`src/rtl/afe_link_pkg.sv`:
```
package afe_link_pkg;
  typedef enum logic [1:0] {
    TX_IDLE  = 2'd0,
    TX_ARMED = 2'd1,
    TX_SHIFT = 2'd2
  } tx_state_e;

  localparam logic SER_IDLE_LEVEL = 1'b1;
endpackage

```
`src/rtl/afe_ctl_tx.sv`:
```
module afe_ctl_tx
  import afe_link_pkg::*;
#(
  parameter int WORD_W = 16
) (
  input  logic              clk,
  input  logic              rst,
  input  logic              start_i,
  input  logic [WORD_W-1:0] word_i,
  input  logic              frame_i,
  output logic              busy_o,
  output logic              shifting_o,
  output logic              dout_o
);
  localparam int CNT_W = $clog2(WORD_W);
  localparam logic [CNT_W-1:0] LAST_CNT = CNT_W'(WORD_W - 1);

  tx_state_e         state_q;
  logic [WORD_W-1:0] sh_q;
  logic [CNT_W-1:0]  cnt_q;
  logic              dout_q;

  always_ff @(posedge clk) begin
    if (rst) begin
      state_q <= TX_IDLE;
      sh_q    <= '0;
      cnt_q   <= '0;
      dout_q  <= SER_IDLE_LEVEL;
    end else begin
      case (state_q)
        TX_IDLE: begin
          if (start_i) begin
            sh_q    <= word_i;
            state_q <= TX_ARMED;
          end
        end
        TX_ARMED: begin
          if (frame_i) begin
            dout_q  <= sh_q[WORD_W-1];
            sh_q    <= {sh_q[WORD_W-2:0], 1'b0};
            cnt_q   <= LAST_CNT;
            state_q <= TX_SHIFT;
          end
        end
        TX_SHIFT: begin
          if (cnt_q != '0) begin
            dout_q <= sh_q[WORD_W-1];
            sh_q   <= {sh_q[WORD_W-2:0], 1'b0};
            cnt_q  <= cnt_q - 1'b1;
          end else begin
            dout_q  <= SER_IDLE_LEVEL;
            state_q <= TX_IDLE;
          end
        end
        default: state_q <= TX_IDLE;
      endcase
    end
  end

  assign busy_o     = (state_q != TX_IDLE);
  assign shifting_o = (state_q == TX_SHIFT);
  assign dout_o     = dout_q;

  a_r6_idle_high: assert property (@(posedge clk) disable iff (rst)
    (state_q != TX_SHIFT) |-> dout_q);
  a_r4_no_spontaneous_start: assert property (@(posedge clk) disable iff (rst)
    (state_q == TX_IDLE && !start_i) |=> (state_q == TX_IDLE));
  a_r5_wait_for_frame: assert property (@(posedge clk) disable iff (rst)
    (state_q == TX_ARMED && !frame_i) |=> (state_q == TX_ARMED));
  a_r5_shift_runs_on: assert property (@(posedge clk) disable iff (rst)
    (state_q == TX_SHIFT && cnt_q != '0) |=> (state_q == TX_SHIFT));
endmodule

```
`src/rtl/afe_ctl_rx.sv`:
```
module afe_ctl_rx #(
  parameter int WORD_W = 16
) (
  input  logic              clk,
  input  logic              rst,
  input  logic              en_i,
  input  logic              frame_i,
  input  logic              din_i,
  output logic [WORD_W-1:0] word_o,
  output logic              valid_o
);
  localparam int CNT_W = $clog2(WORD_W);
  localparam logic [CNT_W-1:0] LAST_CNT = CNT_W'(WORD_W - 1);

  logic              on_q;
  logic [CNT_W-1:0]  cnt_q;
  logic [WORD_W-1:0] sh_q;
  logic [WORD_W-1:0] word_q;
  logic              valid_q;

  always_ff @(posedge clk) begin
    if (rst) begin
      on_q    <= 1'b0;
      cnt_q   <= '0;
      sh_q    <= '0;
      word_q  <= '0;
      valid_q <= 1'b0;
    end else begin
      valid_q <= 1'b0;
      if (!en_i) begin
        on_q  <= 1'b0;
        cnt_q <= '0;
      end else if (!on_q) begin
        if (frame_i) begin
          sh_q  <= {sh_q[WORD_W-2:0], din_i};
          cnt_q <= CNT_W'(1);
          on_q  <= 1'b1;
        end
      end else begin
        sh_q <= {sh_q[WORD_W-2:0], din_i};
        if (cnt_q == LAST_CNT) begin
          word_q  <= {sh_q[WORD_W-2:0], din_i};
          valid_q <= 1'b1;
          on_q    <= 1'b0;
          cnt_q   <= '0;
        end else begin
          cnt_q <= cnt_q + 1'b1;
        end
      end
    end
  end

  assign word_o  = word_q;
  assign valid_o = valid_q;

  a_r7_single_pulse: assert property (@(posedge clk) disable iff (rst)
    valid_q |=> !valid_q);
  a_r9_quiet_in_gpio: assert property (@(posedge clk) disable iff (rst)
    !en_i |=> !valid_q);
endmodule

```
`src/rtl/afe_pin_mux.sv`:
```
module afe_pin_mux (
  input  logic clk,
  input  logic rst,
  input  logic afe_sel_i,
  input  logic shifting_i,
  input  logic gpio_wr_out_i,
  input  logic gpio_wr_oe_i,
  input  logic pin_din_i,
  output logic pin_wr_o,
  output logic pin_wr_oe_o,
  output logic gpio_din_o
);
  logic gpio_din_q;

  always_ff @(posedge clk) begin
    if (rst) gpio_din_q <= 1'b0;
    else     gpio_din_q <= afe_sel_i ? 1'b0 : pin_din_i;
  end

  assign pin_wr_o    = afe_sel_i ? ~shifting_i : gpio_wr_out_i;
  assign pin_wr_oe_o = afe_sel_i ? 1'b1 : gpio_wr_oe_i;
  assign gpio_din_o  = gpio_din_q;

  a_r8_strobe_driven: assert property (@(posedge clk) disable iff (rst)
    (afe_sel_i && shifting_i) |-> (pin_wr_oe_o && !pin_wr_o));
  a_r9_gpio_read_masked: assert property (@(posedge clk) disable iff (rst)
    afe_sel_i |=> !gpio_din_o);
endmodule

```
`src/rtl/afe_link.sv`:
```
module afe_link #(
  parameter int NIB_W  = 4,
  parameter int WORD_W = 16
) (
  input  logic              clk,
  input  logic              rst,
  input  logic [NIB_W-1:0]  tx_nib_i,
  output logic [NIB_W-1:0]  tx_nib_o,
  input  logic [NIB_W-1:0]  rx_nib_pin_i,
  output logic [NIB_W-1:0]  rx_nib_o,
  input  logic              word_clk_i,
  input  logic              ctl_start_i,
  input  logic [WORD_W-1:0] ctl_word_i,
  output logic              ctl_busy_o,
  output logic              ctl_dout_o,
  output logic [WORD_W-1:0] sts_word_o,
  output logic              sts_valid_o,
  input  logic              afe_sel_i,
  input  logic              gpio_wr_out_i,
  input  logic              gpio_wr_oe_i,
  output logic              pin_wr_o,
  output logic              pin_wr_oe_o,
  input  logic              pin_din_i,
  output logic              gpio_din_o,
  input  logic              afe_rst_req_i,
  input  logic              afe_pwdn_req_i,
  input  logic              ld_pwdn_req_i,
  output logic              afe_rst_n_o,
  output logic              afe_pwdn_o,
  output logic              ld_pwdn_o
);
  logic [NIB_W-1:0] tx_nib_q, rx_nib_q;
  logic             rst_n_q, pwdn_q, ld_pwdn_q;
  logic             shifting;

  always_ff @(posedge clk) begin
    if (rst) begin
      tx_nib_q  <= '0;
      rx_nib_q  <= '0;
      rst_n_q   <= 1'b0;
      pwdn_q    <= 1'b1;
      ld_pwdn_q <= 1'b1;
    end else begin
      tx_nib_q  <= tx_nib_i;
      rx_nib_q  <= rx_nib_pin_i;
      rst_n_q   <= ~afe_rst_req_i;
      pwdn_q    <= afe_pwdn_req_i;
      ld_pwdn_q <= ld_pwdn_req_i;
    end
  end

  assign tx_nib_o    = tx_nib_q;
  assign rx_nib_o    = rx_nib_q;
  assign afe_rst_n_o = rst_n_q;
  assign afe_pwdn_o  = pwdn_q;
  assign ld_pwdn_o   = ld_pwdn_q;

  afe_ctl_tx #(.WORD_W(WORD_W)) i_tx (
    .clk(clk), .rst(rst), .start_i(ctl_start_i), .word_i(ctl_word_i),
    .frame_i(word_clk_i), .busy_o(ctl_busy_o), .shifting_o(shifting),
    .dout_o(ctl_dout_o)
  );

  afe_ctl_rx #(.WORD_W(WORD_W)) i_rx (
    .clk(clk), .rst(rst), .en_i(afe_sel_i), .frame_i(word_clk_i),
    .din_i(pin_din_i), .word_o(sts_word_o), .valid_o(sts_valid_o)
  );

  afe_pin_mux i_mux (
    .clk(clk), .rst(rst), .afe_sel_i(afe_sel_i), .shifting_i(shifting),
    .gpio_wr_out_i(gpio_wr_out_i), .gpio_wr_oe_i(gpio_wr_oe_i),
    .pin_din_i(pin_din_i), .pin_wr_o(pin_wr_o), .pin_wr_oe_o(pin_wr_oe_o),
    .gpio_din_o(gpio_din_o)
  );

  a_r10_pwdn_follows: assert property (@(posedge clk) disable iff (rst)
    1'b1 |=> (afe_pwdn_o == $past(afe_pwdn_req_i)));
  a_r10_ld_pwdn_follows: assert property (@(posedge clk) disable iff (rst)
    1'b1 |=> (ld_pwdn_o == $past(ld_pwdn_req_i)));
endmodule

```
`config.mk`:
```
export PLATFORM = sky130hd
export DESIGN_NAME = afe_link
export DESIGN_NICKNAME = d
export VERILOG_FILES = /design/src/rtl/afe_link_pkg.sv /design/src/rtl/afe_ctl_tx.sv /design/src/rtl/afe_ctl_rx.sv /design/src/rtl/afe_pin_mux.sv /design/src/rtl/afe_link.sv
export SDC_FILE = /design/constraint.sdc
export NUM_CORES = 1
export LEC_CHECK = 0
export ABC_CLOCK_PERIOD_IN_PS = 2400
export BUFFER_PORTS_ARGS = -buffer_cell sky130_fd_sc_hd__buf_2
export CAP_MARGIN = 20
export CORE_MARGIN = 3
export CORE_UTILIZATION = 56
export CTS_BUF_LIST = sky130_fd_sc_hd__clkbuf_8
export CTS_CLUSTER_SIZE = 12
export DETAILED_ROUTE_END_ITERATION = 12
export GPL_ROUTABILITY_DRIVEN = 0
export PLACE_DENSITY_LB_ADDON = 0.12
export REMOVE_ABC_BUFFERS = 1
export SYNTH_ARGS = -nofsm -noshare
export SYNTH_HDL_FRONTEND = slang
export SYNTH_SLANG_ARGS = --single-unit
```
`constraint.sdc`:
```
create_clock -name clk -period 2.4 [get_ports clk]
set_input_delay 0.6 -clock clk [delete_from_list [all_inputs] [get_ports clk]]
set_output_delay 0.6 -clock clk [all_outputs]
set_load 0.02 [all_outputs]
```
==> summary.txt <==
STA
  • Worst Skew: 0.006958 ns
  • Slew headroom: 0.4662
  • Final Cycle Share: 0.9113
  • Final setup viols: 0
  • Slew at the pin closest to its max-slew limit: 0.8007 ns
  • Unrepaired setup endpoints after global routing: no
  • Setup TNS: 0 ns
  • Max-slew violation count: 0
  • Final min period: 2.187 ns
  • Maximum clock frequency: 0.4572 GHz
  • Final number of hold-violating endpoints: 0

Clocking
  • H-Tree Depth: 3
  • Deepest clock path buffer count: 2
  • CTS root buffer: sky130_fd_sc_hd__clkbuf_8
  • Setup repair bufs after CTS: 0
  • CTS tree: done
  • Number of clock buffers inserted by TritonCTS: 9
  • Later-pin clock latency in the skew report: 0.34 ns
  • Resize count post-CTS: 0
  • Number of hold-repair buffers added at the cts stage: 0
  • Sinks on the clock net: 72
  • Clock slew at the register clock pins of the worst setup and hold paths: 0.08 ns

Finish
  • Post-synthesis to final-layout area growth: 17.47%
  • Final core utilization: 0.7023
  • Number of antenna cells inserted: 0
  • Fraction of layout instances using a drive strength above 1: 0.2871
  • Most common cell after layout, fill and taps aside: sky130_fd_sc_hd__dfxtp_1
  • Most frequent cells in the layout: sky130_fd_sc_hd__dfxtp_1, sky130_fd_sc_hd__buf_2, sky130_fd_sc_hd__a21oi_1
  • Net total in the final layout: 443

Logic synthesis
  • Share of flip-flops with an asynchronous set or reset after synthesis: 0
  • Post-synthesis cell type with the largest combined area: sky130_fd_sc_hd__dfxtp_1
  • Sequential fraction of the synthesis area: 0.4575
  • Number of warnings printed during yosys synthesis: 0
  • Synth Cell Area: 3151 sq um
  • Share of the synthesized area in the top cell type: 0.4575
  • Count of flip-flops with a built-in enable after synthesis: 0
  • Post-Synthesis Mean Instance Area: 9.349 sq um
  • Flops & latches, synth: 72
  • Top cells by area in the synthesized netlist: sky130_fd_sc_hd__dfxtp_1, sky130_fd_sc_hd__a21oi_1, sky130_fd_sc_hd__mux2i_1
  • Post-Syn Instances: 337
  • Number of distinct library cells after synthesis: 43
  • Top FF cell, synth: sky130_fd_sc_hd__dfxtp_1

Place
  • Estimated wirelength of the detail-placed design: 4.120 mm
  • Port bufs: 67

Route
  • Iteration count of the initial detailed-routing pass: 4
  • Average vias per placed instance: 5.281
  • Met3 Routed Length: 335 um
  • ANT nets after route: 0
  • Met2 Routed Length: 2.837 mm
  • Met1 WL: 2.889 mm
  • Detailed router's first-iteration violation count: 153
  • Average wire length per cell after detail routing: 12.98 um
  • Vias after detailed routing: 2,503
  • Routed Wire Length: 6.154 mm
  • Number of remaining DRC errors: 0
  • Top routing layer used: met4

Worst setup path
  • Max incr delay on CP: 0.40 ns
  • Crit path arrival time: 1.59 ns
  • Slowest CP cell: sky130_fd_sc_hd__dfxtp_1
  • Critical path's top delay family: buffers and inverters
  • Sort of element at the end of the critical path: output pin
  • Sequence of cells on the critical path: inv_1 -> ha_1 -> buf_4 -> o21ai_0 -> buf_2
  • Crit path required time: 1.80 ns
  • Type of the worst setup path: register to output pin
  • Max Fanout on Critical Path: 8
  • CP Buf/Inv Count: 3
  • Type of element launching the critical path: register

GRT
  • Wire length of the first global-routing pass: 10.02 mm
  • Total congestion overflow: 0
  • Pin count of the biggest net entering global routing: 38
  • Overall fraction of global-route tracks in use: 0.1967
  • Vias in the first global route: 2,226
  • Antenna violations before repair: 0

Die
  • Initial Util: 0.5978
  • Core region area: 5270 sq um
  • Count of standard-cell rows: 26
  • Height of the die: 81.01 um
  • Total I/O pin count: 68
  • Total die area: 6562 sq um
  • Horizontal die dimension: 81.01 um

Pwr
  • Leakage: 1.581 nW
  • Peak supply drop: 967.4 uV
  • Pwr/cell area: 936.8 nW/um^2

Run status
  • Run status: completed

Flow run
  • Number of maximum-capacitance violations: 0

Hold path
  • Hold crit path type: input pin to register
## metrics by stage
stage	hold WS [ns]	setup WS, ns	cells	total power [mW]	area, sq um
CTS	0.3775	0.1776	474	3.505	3701
floorplan	0.4305	0.3553	314	2.272	3019
global route	0.3887	0.1001	474	3.681	3701
detailed placement	0.4482	0.2747	458	2.515	3495
finish	0.3956	0.2130	474	3.467	3701
global placement	0.4430	0.2891	458	2.480	3495
## cell usage after synthesis (all sizes together), types with 4 or more instances
cell type   n
buf         9
nor2b      16
dfxtp      72
nor2       19
nand2b      7
o21ai      18
nand3      16
clkbuf     14
mux2       17
inv         8
a21oi      38
nand2      34
a211oi      4
mux2i      19
ha          9
and2b       8
## per-layer routing
metal / GRT usage / vias up
li1: - / 1278
met1: 0.2521 / 1149
met2: 0.3128 / 67
met3: 0.04435 / 9
met4: 0.09459 / 0
met5: 0 / -
## sequential cells by signal, summed over array words and instances (netlist names), 2 cells and up
signal	flops
tx_nib_o	4
i_rx.cnt_q	4
rx_nib_o	4
i_rx.sh_q	15
i_tx.sh_q	16
i_rx.word_o	16
i_tx.state_q	2
i_tx.cnt_q	4
## logic make-up after synthesis
kind of cell / after synthesis / synth area share
buf+inv: 31 / 0.05123
compound gates: 68 / 0.1183
fa+ha+maj: 9 / 0.03574
mux: 36 / 0.1330
flops: 72 / 0.4575
simple gates: 121 / 0.2041
## area by class of cell
type / count / area [sq um]
inverter: 8 / 30.03
timing repair buffer: 74 / 387.9
multi-input combinational: 234 / 1548
tap: 70 / 87.58
clock buffer: 11 / 151.4
clock inverter: 5 / 55.05
fill: 422 / 1569
sequential: 72 / 1441
## report_power, final
| part | switching [mW] | leakage [nW] | internal [mW] |
|---|---|---|---|
| logic | 0.494 | 0.892 | 0.530 |
| clock network | 0.445 | 0.101 | 0.533 |
| registers | 0.103 | 0.588 | 1.36 |
## path summary, 6_finish.rpt
kind | from | to | slack, ns | cells past startpoint
min reg2reg | i_rx.sh_q[14] | i_rx.sh_q[14] | 0.46 | 2
min | afe_rst_req_i | afe_rst_n_o | 0.40 | 2
max reg2reg | i_tx.state_q[0] | i_tx.sh_q[8] | 0.31 | 5
max | i_tx.state_q[0] | pin_wr_o | 0.21 | 5
Note: power is estimated with default switching activity, not from simulation.
